==> config.mk <==
export PLATFORM = sky130hd
export DESIGN_NAME = pause_tx_ctrl
export DESIGN_NICKNAME = d
export VERILOG_FILES = /design/src/rtl/pftc_pkg.sv /design/src/rtl/pftc_regs.sv /design/src/rtl/pftc_slot_timer.sv /design/src/rtl/pftc_sched.sv /design/src/rtl/pause_tx_ctrl.sv
export SDC_FILE = /design/constraint.sdc
export NUM_CORES = 1
export LEC_CHECK = 0
export ABC_AREA = 1
export CORE_MARGIN = 2
export CORE_UTILIZATION = 45
export DETAILED_ROUTE_END_ITERATION = 6
export HOLD_SLACK_MARGIN = 0.05
export PLACE_DENSITY = 0.74
export SYNTH_ARGS = -nofsm -noshare
export SYNTH_HDL_FRONTEND = slang
export SYNTH_SLANG_ARGS = --single-unit
==> constraint.sdc <==
create_clock -name clk -period 5.45 [get_ports clk]
set_input_delay 0.545 -clock clk [delete_from_list [all_inputs] [get_ports clk]]
set_output_delay 0.545 -clock clk [all_outputs]
set_load 0.005 [all_outputs]
==> src/rtl/pftc_pkg.sv <==
package pftc_pkg;

    localparam int QW = 16;

    typedef struct packed {
        logic [QW-1:0] pt;
        logic          dzq;
        logic [1:0]    thr;
        logic          tfe;
    } pftc_cfg_t;

    typedef enum logic {
        ST_IDLE = 1'b0,
        ST_SEND = 1'b1
    } pftc_state_e;

    // Slots below the pause time at which the request is re-checked
    function automatic logic [QW-1:0] thr_offset(input logic [1:0] code);
        case (code)
            2'b00:   thr_offset = QW'(4);
            2'b01:   thr_offset = QW'(28);
            2'b10:   thr_offset = QW'(144);
            default: thr_offset = QW'(256);
        endcase
    endfunction

    function automatic logic [31:0] pack_word(input pftc_cfg_t c, input logic busy);
        pack_word = {c.pt, 8'h00, c.dzq, 1'b0, c.thr, 2'b00, c.tfe, busy};
    endfunction

endpackage

==> src/rtl/pftc_regs.sv <==
module pftc_regs
    import pftc_pkg::*;
(
    input  logic        clk,
    input  logic        rst,
    input  logic        wr_en,
    input  logic [31:0] wdata,
    input  logic        host_done,
    output pftc_cfg_t   cfg,
    output logic        busy,
    output logic        host_kick,
    output logic [31:0] rdata
);
    logic accept;

    assign accept    = wr_en && !busy;
    assign host_kick = accept && wdata[0] && wdata[1];
    assign rdata     = pack_word(cfg, busy);

    always_ff @(posedge clk) begin
        if (rst) begin
            cfg  <= '0;
            busy <= 1'b0;
        end else begin
            if (accept) begin
                cfg.pt  <= wdata[31:16];
                cfg.dzq <= wdata[7];
                cfg.thr <= wdata[5:4];
                cfg.tfe <= wdata[1];
            end
            if (host_kick)
                busy <= 1'b1;
            else if (host_done)
                busy <= 1'b0;
        end
    end


    wr_ignored_chk: assert property (@(posedge clk) disable iff (rst)
        (wr_en && busy) |=> $stable(cfg));


    busy_release_chk: assert property (@(posedge clk) disable iff (rst)
        $fell(busy) |-> $past(host_done));

endmodule

==> src/rtl/pftc_slot_timer.sv <==
module pftc_slot_timer
    import pftc_pkg::*;
#(
    parameter int SLOT_BITS = 512
) (
    input  logic          clk,
    input  logic          rst,
    input  logic          bit_stb,
    input  logic          load,
    input  logic          stop,
    input  logic [QW-1:0] load_val,
    input  logic [1:0]    thr_code,
    input  logic          fc_req,
    output logic          resend
);
    localparam int SC_W = (SLOT_BITS > 1) ? $clog2(SLOT_BITS) : 1;
    localparam logic [SC_W-1:0] SC_LAST = SC_W'(SLOT_BITS - 1);

    logic [SC_W-1:0] slot_cnt;
    logic            slot_tick;
    logic [QW-1:0]   remain;
    logic            armed;
    logic            at_thr;

    assign slot_tick = bit_stb && (slot_cnt == SC_LAST);
    assign at_thr    = armed && (remain <= thr_offset(thr_code));
    assign resend    = at_thr && fc_req;

    always_ff @(posedge clk) begin
        if (rst)
            slot_cnt <= '0;
        else if (bit_stb)
            slot_cnt <= (slot_cnt == SC_LAST) ? '0 : slot_cnt + 1'b1;
    end

    always_ff @(posedge clk) begin
        if (rst) begin
            armed  <= 1'b0;
            remain <= '0;
        end else if (load) begin
            armed  <= 1'b1;
            remain <= load_val;
        end else if (stop || resend) begin
            armed  <= 1'b0;
        end else if (armed && slot_tick) begin
            if (remain == '0)
                armed <= 1'b0;
            else
                remain <= remain - 1'b1;
        end
    end


    slot_bound_chk: assert property (@(posedge clk) disable iff (rst)
        slot_cnt <= SC_LAST);


    no_stb_hold_chk: assert property (@(posedge clk) disable iff (rst)
        (armed && !bit_stb && !load) |=> $stable(remain));

endmodule

==> src/rtl/pftc_sched.sv <==
module pftc_sched
    import pftc_pkg::*;
(
    input  logic          clk,
    input  logic          rst,
    input  pftc_cfg_t     cfg,
    input  logic          fc_req,
    input  logic          host_kick,
    input  logic          resend,
    input  logic          pause_done,
    output logic          pause_req,
    output logic [QW-1:0] pause_quanta,
    output logic          host_done,
    output logic          done_pt,
    output logic          done_zero
);
    pftc_state_e state;
    logic fc_q, fc_rise, fc_fall;
    logic host_pend, auto_pend, zq_pend;
    logic cur_host, cur_zero;
    logic issue, want_pt, finish;

    assign fc_rise   = fc_req && !fc_q;
    assign fc_fall   = !fc_req && fc_q;
    assign want_pt   = host_pend || auto_pend;
    assign issue     = (state == ST_IDLE) && cfg.tfe && (want_pt || zq_pend);
    assign finish    = (state == ST_SEND) && pause_done;
    assign pause_req = (state == ST_SEND);
    assign host_done = finish && cur_host;
    assign done_pt   = finish && !cur_zero;
    assign done_zero = finish && cur_zero;

    always_ff @(posedge clk) begin
        if (rst) begin
            fc_q      <= 1'b0;
            host_pend <= 1'b0;
            auto_pend <= 1'b0;
            zq_pend   <= 1'b0;
        end else begin
            fc_q <= fc_req;
            if (host_kick)
                host_pend <= 1'b1;
            else if (issue)
                host_pend <= 1'b0;

            if (!cfg.tfe || fc_fall)
                auto_pend <= 1'b0;
            else if (fc_rise || resend)
                auto_pend <= 1'b1;
            else if (issue)
                auto_pend <= 1'b0;

            if (!cfg.tfe || fc_rise)
                zq_pend <= 1'b0;
            else if (fc_fall && !cfg.dzq)
                zq_pend <= 1'b1;
            else if (issue)
                zq_pend <= 1'b0;
        end
    end

    always_ff @(posedge clk) begin
        if (rst) begin
            state        <= ST_IDLE;
            pause_quanta <= '0;
            cur_host     <= 1'b0;
            cur_zero     <= 1'b0;
        end else begin
            case (state)
                ST_IDLE: if (issue) begin
                    state        <= ST_SEND;
                    pause_quanta <= want_pt ? cfg.pt : '0;
                    cur_host     <= host_pend;
                    cur_zero     <= !want_pt;
                end
                ST_SEND: if (pause_done) begin
                    state <= ST_IDLE;
                end
                default: state <= ST_IDLE;
            endcase
        end
    end


    req_hold_chk: assert property (@(posedge clk) disable iff (rst)
        (pause_req && !pause_done) |=> pause_req);


    quanta_stable_chk: assert property (@(posedge clk) disable iff (rst)
        (pause_req && !pause_done) |=> $stable(pause_quanta));


    no_send_disabled_chk: assert property (@(posedge clk) disable iff (rst)
        $rose(pause_req) |-> $past(cfg.tfe));

endmodule

==> src/rtl/pause_tx_ctrl.sv <==
module pause_tx_ctrl
    import pftc_pkg::*;
#(
    parameter int SLOT_BITS = 512
) (
    input  logic          clk,
    input  logic          rst,
    input  logic          reg_wr_en,
    input  logic [31:0]   reg_wdata,
    output logic [31:0]   reg_rdata,
    input  logic          fc_req,
    input  logic          bit_stb,
    output logic          pause_req,
    output logic [QW-1:0] pause_quanta,
    input  logic          pause_done
);
    pftc_cfg_t cfg;
    logic busy, host_kick, host_done;
    logic resend, done_pt, done_zero;

    pftc_regs u_regs (
        .clk       (clk),
        .rst       (rst),
        .wr_en     (reg_wr_en),
        .wdata     (reg_wdata),
        .host_done (host_done),
        .cfg       (cfg),
        .busy      (busy),
        .host_kick (host_kick),
        .rdata     (reg_rdata)
    );

    pftc_slot_timer #(.SLOT_BITS(SLOT_BITS)) u_timer (
        .clk      (clk),
        .rst      (rst),
        .bit_stb  (bit_stb),
        .load     (done_pt),
        .stop     (done_zero),
        .load_val (cfg.pt),
        .thr_code (cfg.thr),
        .fc_req   (fc_req),
        .resend   (resend)
    );

    pftc_sched u_sched (
        .clk          (clk),
        .rst          (rst),
        .cfg          (cfg),
        .fc_req       (fc_req),
        .host_kick    (host_kick),
        .resend       (resend),
        .pause_done   (pause_done),
        .pause_req    (pause_req),
        .pause_quanta (pause_quanta),
        .host_done    (host_done),
        .done_pt      (done_pt),
        .done_zero    (done_zero)
    );

endmodule

* Yosys cells after proc, flatten, opt, wreduce, memory -nomap -nowiden
Cells that the tools add are included.
Cells by class: bitwise gates (word level) 1, mux-type cells 20, reductions and logical operators 43, equal/unequal tests 5, add/subtract/negate cells 2, magnitude comparators 1
Operator list (count):
- $mux W16 | 5
- $pmux W9 S3 | 1
- $le A16 B9 Y1 | 1
- $logic_and A1 B1 Y1 | 16
- $logic_not A16 Y1 | 1
- $sub A16 B1 Y16 const B | 1
- $mux W1 | 12
- $reduce_bool A2 Y1 | 5
- $add A9 B1 Y9 const B | 1
- $eq A9 B9 Y1 const B | 1
- $mux W9 | 1
- $logic_not A1 Y1 | 7
- $logic_or A1 B1 Y1 | 6
- $reduce_bool A3 Y1 | 2
- $ne A2 B2 Y1 const B | 2
- $reduce_and A2 Y1 | 2
- $reduce_or A2 Y1 | 2
- $reduce_and A3 Y1 | 1
- $eq A2 B1 Y1 const B | 1
- $eq A2 B2 Y1 const B | 1
- $logic_not A2 Y1 | 1
- $pmux W1 S2 | 1
- $not A1 Y1 | 1
Storage, ports and cells: output and inout port bits 49, flip-flop bits (word level) 70, logic and storage cells 88

* Depth between registers and ports, before layout
depth in word-level cells 8, depth in mapped cells 18, gate-level depth less buffers 18

* Hierarchy
A second synthesis with hierarchy kept.
Second synthesis, totals: cells, all modules 530, area total of the unflattened synthesis 3826.2 um^2
By module, submodules not included:
- pftc_slot_timer | instances 1, cells an instance 292, area an instance 1896.8 um^2, seq. area each 520.5 um^2
- pftc_regs | instances 1, cells an instance 126, area an instance 987.2 um^2, seq. area each 420.4 um^2
- pftc_sched | instances 1, cells an instance 112, area an instance 942.2 um^2, seq. area each 460.4 um^2

* Worst setup path before layout
No wires, ideal clock.
path type reg2reg, start register u_regs.cfg[1] (netlist name), end register u_timer.remain[11], arrival 1946 ps, path buffers 1, cell stages (with the launch flop) 14, clock period less this slack 2085 ps, library setup time 139 ps, path slack 3365 ps, required time 5311 ps, path through dfxtp_1 > inv_1 > ha_1 > or2_2 > ha_1 > and3_1 > nand4_1 > nand2_1 > nand2_2 > nand2_4 > nand2_4 > buf_8 > nand2_1 > a21oi_2
Between the ends: word-level cells in the longest chain between the ends 8
RTL lines:
- $eq A2 B2 Y1, or another cell as far along | line pftc_pkg.sv:19 | case (code)
- $pmux W9 S3 * | line pftc_pkg.sv:19
- $le A16 B9 Y1 * | line pftc_slot_timer.sv:26 | assign at_thr = armed && (remain <= thr_offset(thr_code));
- $logic_and A1 B1 Y1 * | line pftc_slot_timer.sv:26
- $logic_and A1 B1 Y1 * | line pftc_slot_timer.sv:27 | assign resend = at_thr && fc_req;
- $logic_or A1 B1 Y1 * | line pftc_slot_timer.sv:43 | end else if (stop || resend) begin
- $ne A2 B2 Y1 (no line) *
- $reduce_and A3 Y1 (no line) *
- to (signal assigned) | line pftc_slot_timer.sv:42 | remain <= load_val;
- to (signal assigned) | line pftc_slot_timer.sv:49 | remain <= remain - 1'b1;
- to (decl) | line pftc_slot_timer.sv:21 | logic [QW-1:0] remain;
Every way passes the cells marked *; elsewhere a longest branch is shown, timed or not. A chain may end at the register's enable or synchronous reset.

* Final worst setup path
start input reg_wr_en, end register u_regs.cfg[7] (netlist name)
Between the ends: word-level cells in the longest chain between the ends 1
RTL lines:
- from (decl) | line pause_tx_ctrl.sv:8 | input logic reg_wr_en,
- $logic_and A1 B1 Y1 | line pftc_regs.sv:16 | assign accept = wr_en && !busy;
Every way passes these cells.

==> results.txt <==
The flow ran to the end, and the final reports show no timing, DRC or antenna violations. For the maximum root-to-sink buffer count, the log shows 2. Setup repair after global routing left no endpoint under its margin. Data on the critical path is required at its endpoint by 5.64 ns. Walking the worst path, the cells encountered are clkdlybuf4s50_1 -> inv_1 -> nor2_1 -> inv_1 -> o21ai_0 -> a21oi_1.

The final worst-path cycle share was 44.1%; the wire length per cell after detailed routing was 13.0 µm. From bottom edge to top edge, the die measures 92.5 µm. Cells fill 56.3% of the core in the end.

Distinct cell type count of the synthesized netlist: 34. The synthesized area divided by synthesized cell count is 7.04 µm². Compared with the post-synthesis result, the final layout area differs by 22.4%. For this run, the number of Yosys warnings is 0. The first global-routing pass estimated 14.7 mm of wire.

The tools report the tightest slew margin relative to the limit as 40.7%. The flop and latch count out of synthesis works out to 70. The cell area that synthesis handed to floorplanning was 3520 µm².

The run gives 0 as the total grt overflow. Between clock sinks in the finished design, the worst skew comes to 0.0109 ns. The length of the first detailed-routing pass in iterations is 4, and the number of max-cap violations is 0. For this design the static power due to leakage is 1.75 nW. Number of buffers inserted by port buffering: 64.

The critical-path cell with the highest stage delay was inv_1. The number of global-route vias before repair came out at 3253. The combined buffer and inverter count along the critical path is 3, and the detailed-route vias per instance is 5.01. At the end of the flow, the number of nets in the layout was 605. The largest net degree at the start of global routing is 42, and the floorplan die area is 8550 µm². Most prevalent standard cell on the critical path: inv_1. The run gives 0 as the number of pins with negative max-slew slack in the final report. Counting cells, the worst reg-to-reg path comes to 13. For the row count, the log shows 32. At the pin with the least slew margin, the transition time is 0.888 ns. The setup total negative slack is 0 ns.

STA classifies the critical path startpoint as an input port. The clock-pin slew on the worst setup and hold paths was 0.07 ns. Timing would allow up to 416 MHz.

In this run the post-CTS setup repair buffer count came out at 0. For this design the top-level I/O count stands at 87. The logs give 6.09 mm for the detailed placement HPWL and 7650 µm² for the area inside the core boundary. The power density relative to cell area is 243 nW/µm². The clock sink count is 70.

Number of buffers inserted for hold repair after clock tree synthesis: 0. The final antenna-violating net count came out at 0. The routed design could run at a clock period as short as 2.41 ns.

The logs give 0 for the hold violation count in the final report and 0 for the total inserted antenna cells. Setup violations remaining at the end of the flow were counted as 0. Along the worst path, the maximum fanout reaches 31. Width of the die: 92.5 µm.

Once the clock tree was built, the resizer swapped 0 gates to a different size. In this design, the stage delay of the slowest critical-path cell is 0.62 ns. Counting every instance in the synthesized netlist gives 500. Initial antenna violation count: 0.

The root buffer cell chosen for the clock tree is clkbuf_8. The initial core utilization is 46.0%. The logs give 0 for the remaining design rule violation count and 3 for the number of H-tree levels. After detailed routing, the total wire length is 8.60 mm. Routability-driven placement finished with a final weighted congestion of 0.852. For the arrival time at the worst endpoint, the log shows 2.59 ns. TritonCTS built the clock tree. Along the worst hold path, the cell count comes to 2. The worst hold path belongs to the class register to register. At the later pin of the worst-skew pair, clock insertion delay measures 0.34 ns. For the total via count after detailed routing, the log shows 3305.

The cell type group with the largest total delay on the critical path was buffers and inverters. The critical path is of the input port to register type. TritonCTS created 9 clock buffers.

The worst setup path is captured at a register. In this run the number of cells on the critical path is 6. For this run, the register share of the synthesized area comes to 39.8%. The total routing resource utilization after global routing came out at 21.3%. The share of layout cells above drive strength 1 is 7.89%.

IR analysis of the VDD net gives a maximum drop of 0.138 mV. For the count of routing violations after the opening detailed-route iteration, the log shows 168.
==> tightest hold or removal path, stage by stage (launching register included) <==
cell     delay (ns)
dfxtp_1        0.31
nand2_1        0.06
a21oi_1        0.05
==> cell usage after synthesis <==
| cell type | number | area, µm² |
|---|---|---|
| o22ai_1 | 1 | 6.26 |
| o21ai_0 | 43 | 215 |
| or2_2 | 2 | 12.5 |
| o21ai_1 | 2 | 10.0 |
| nand4_1 | 6 | 37.5 |
| o21a_1 | 1 | 7.51 |
| nor2_2 | 7 | 43.8 |
| a211oi_1 | 1 | 7.51 |
| nand3_1 | 26 | 130 |
| ha_1 | 13 | 163 |
| clkbuf_1 | 13 | 48.8 |
| o211ai_1 | 1 | 7.51 |
| a31oi_1 | 3 | 18.8 |
| xnor2_1 | 1 | 8.76 |
| buf_8 | 1 | 15.0 |
| buf_4 | 12 | 90.1 |
| or2_1 | 1 | 6.26 |
| a21oi_1 | 53 | 265 |
| nand3_2 | 2 | 20.0 |
| conb_1 | 1 | 3.75 |
| dfxtp_1 | 70 | 1400 |
| a21oi_4 | 1 | 16.3 |
| nand2_1 | 102 | 383 |
| inv_1 | 51 | 191 |
| nor3_1 | 9 | 45.0 |
| and3_1 | 1 | 6.26 |
| buf_6 | 1 | 11.3 |
| nor2_1 | 52 | 195 |
| nand2_2 | 1 | 6.26 |
| buf_2 | 5 | 25.0 |
| inv_2 | 6 | 22.5 |
| nand2_4 | 2 | 22.5 |
| a21oi_2 | 8 | 70.1 |
| o21bai_1 | 1 | 7.51 |
==> cell usage in the layout (no fill, tap or decap), drive strengths merged <==
master,netlist,layout
o21ai,45,45
a21oi,62,62
xnor2,1,1
o211ai,1,1
nor2,59,59
nor3,9,9
a31oi,3,3
or2,3,3
conb,1,11
o21bai,1,1
o21a,1,1
and3,1,1
a211oi,1,1
clkbuf,13,11
buf,19,1
nand3,28,28
nand4,6,6
clkdlybuf4s50,0,64
o22ai,1,1
nand2,105,105
clkinv,0,4
inv,57,57
ha,13,13
dfxtp,70,70
==> per-layer routing <==
layer / global-route usage (%) / part of all wire (%)
met5: 0 / 0
met4: 7.46 / 2.4
met3: 4.80 / 4.4
met2: 35.9 / 48
met1: 26.6 / 45
==> where the power goes <==
group | leakage (nW) | switching (W) | internal (W)
Combinational | 1.09 | 0.0000706 | 0.0000660
Clock | 0.0889 | 0.000191 | 0.000174
Sequential | 0.570 | 0.0000161 | 0.000529
==> kinds of logic after synthesis <==
group / count (synthesis) / synth area share (%)
flip-flops: 70 / 39.8
other: 1 / 0.107
XOR/XNOR: 1 / 0.249
AO/OA/AOI/OAI: 115 / 17.9
adder cells (fa/ha/maj): 13 / 4.62
buffers and inverters: 89 / 11.5
AND/OR/NAND/NOR: 211 / 25.8
==> area by class of cell <==
type,instances,area [µm²]
Inverter,57,214
Multi-Input combinational cell,351,1750
Clock inverter,4,23.8
Fill cell,714,3340
Timing Repair Buffer,65,648
Sequential cell,70,1400
Clock buffer,11,141
Tap cell,102,128
==> registers in the layout, indices dropped and copies added (netlist names) <==
name and count:
u_sched.cur_host 1, u_sched.pause_req 1, u_sched.cur_zero 1, u_timer.slot_cnt 9, u_sched.host_pend 1, u_sched.pause_quanta 16
u_sched.fc_q 1, u_timer.armed 1, u_regs.cfg 20, u_sched.auto_pend 1, u_regs.busy 1, u_timer.remain 16
u_sched.zq_pend 1
==> final timing paths <==
| path | endpoint | slack, ns | startpoint |
|---|---|---|---|
| max reg2reg | u_timer.remain[7] | 3.04 | u_regs.cfg[1] |
| min | u_sched.pause_quanta[4] | 0.46 | u_sched.pause_quanta[4] |
| min reg2reg | u_sched.pause_quanta[4] | 0.46 | u_sched.pause_quanta[4] |
| max | u_regs.cfg[7] | 3.04 | reg_wr_en |
==> through the flow <==
stage / setup slack (ns) / hold slack, ns / power [W] / std cells / instance area (µm²)
3_5_place_dp: 2.63 / 0.456 / 0.000693 / 645 / 4140
5_1_grt: 2.77 / 0.479 / 0.00110 / 660 / 4310
2_1_floorplan: 3.37 / 0.440 / 0.000634 / 510 / 3560
4_1_cts: 2.99 / 0.466 / 0.00105 / 660 / 4310
3_3_place_gp: 2.69 / 0.451 / 0.000691 / 645 / 4140
6_report: 3.04 / 0.464 / 0.00105 / 660 / 4310
Note: power is estimated with default switching activity, not from simulation.
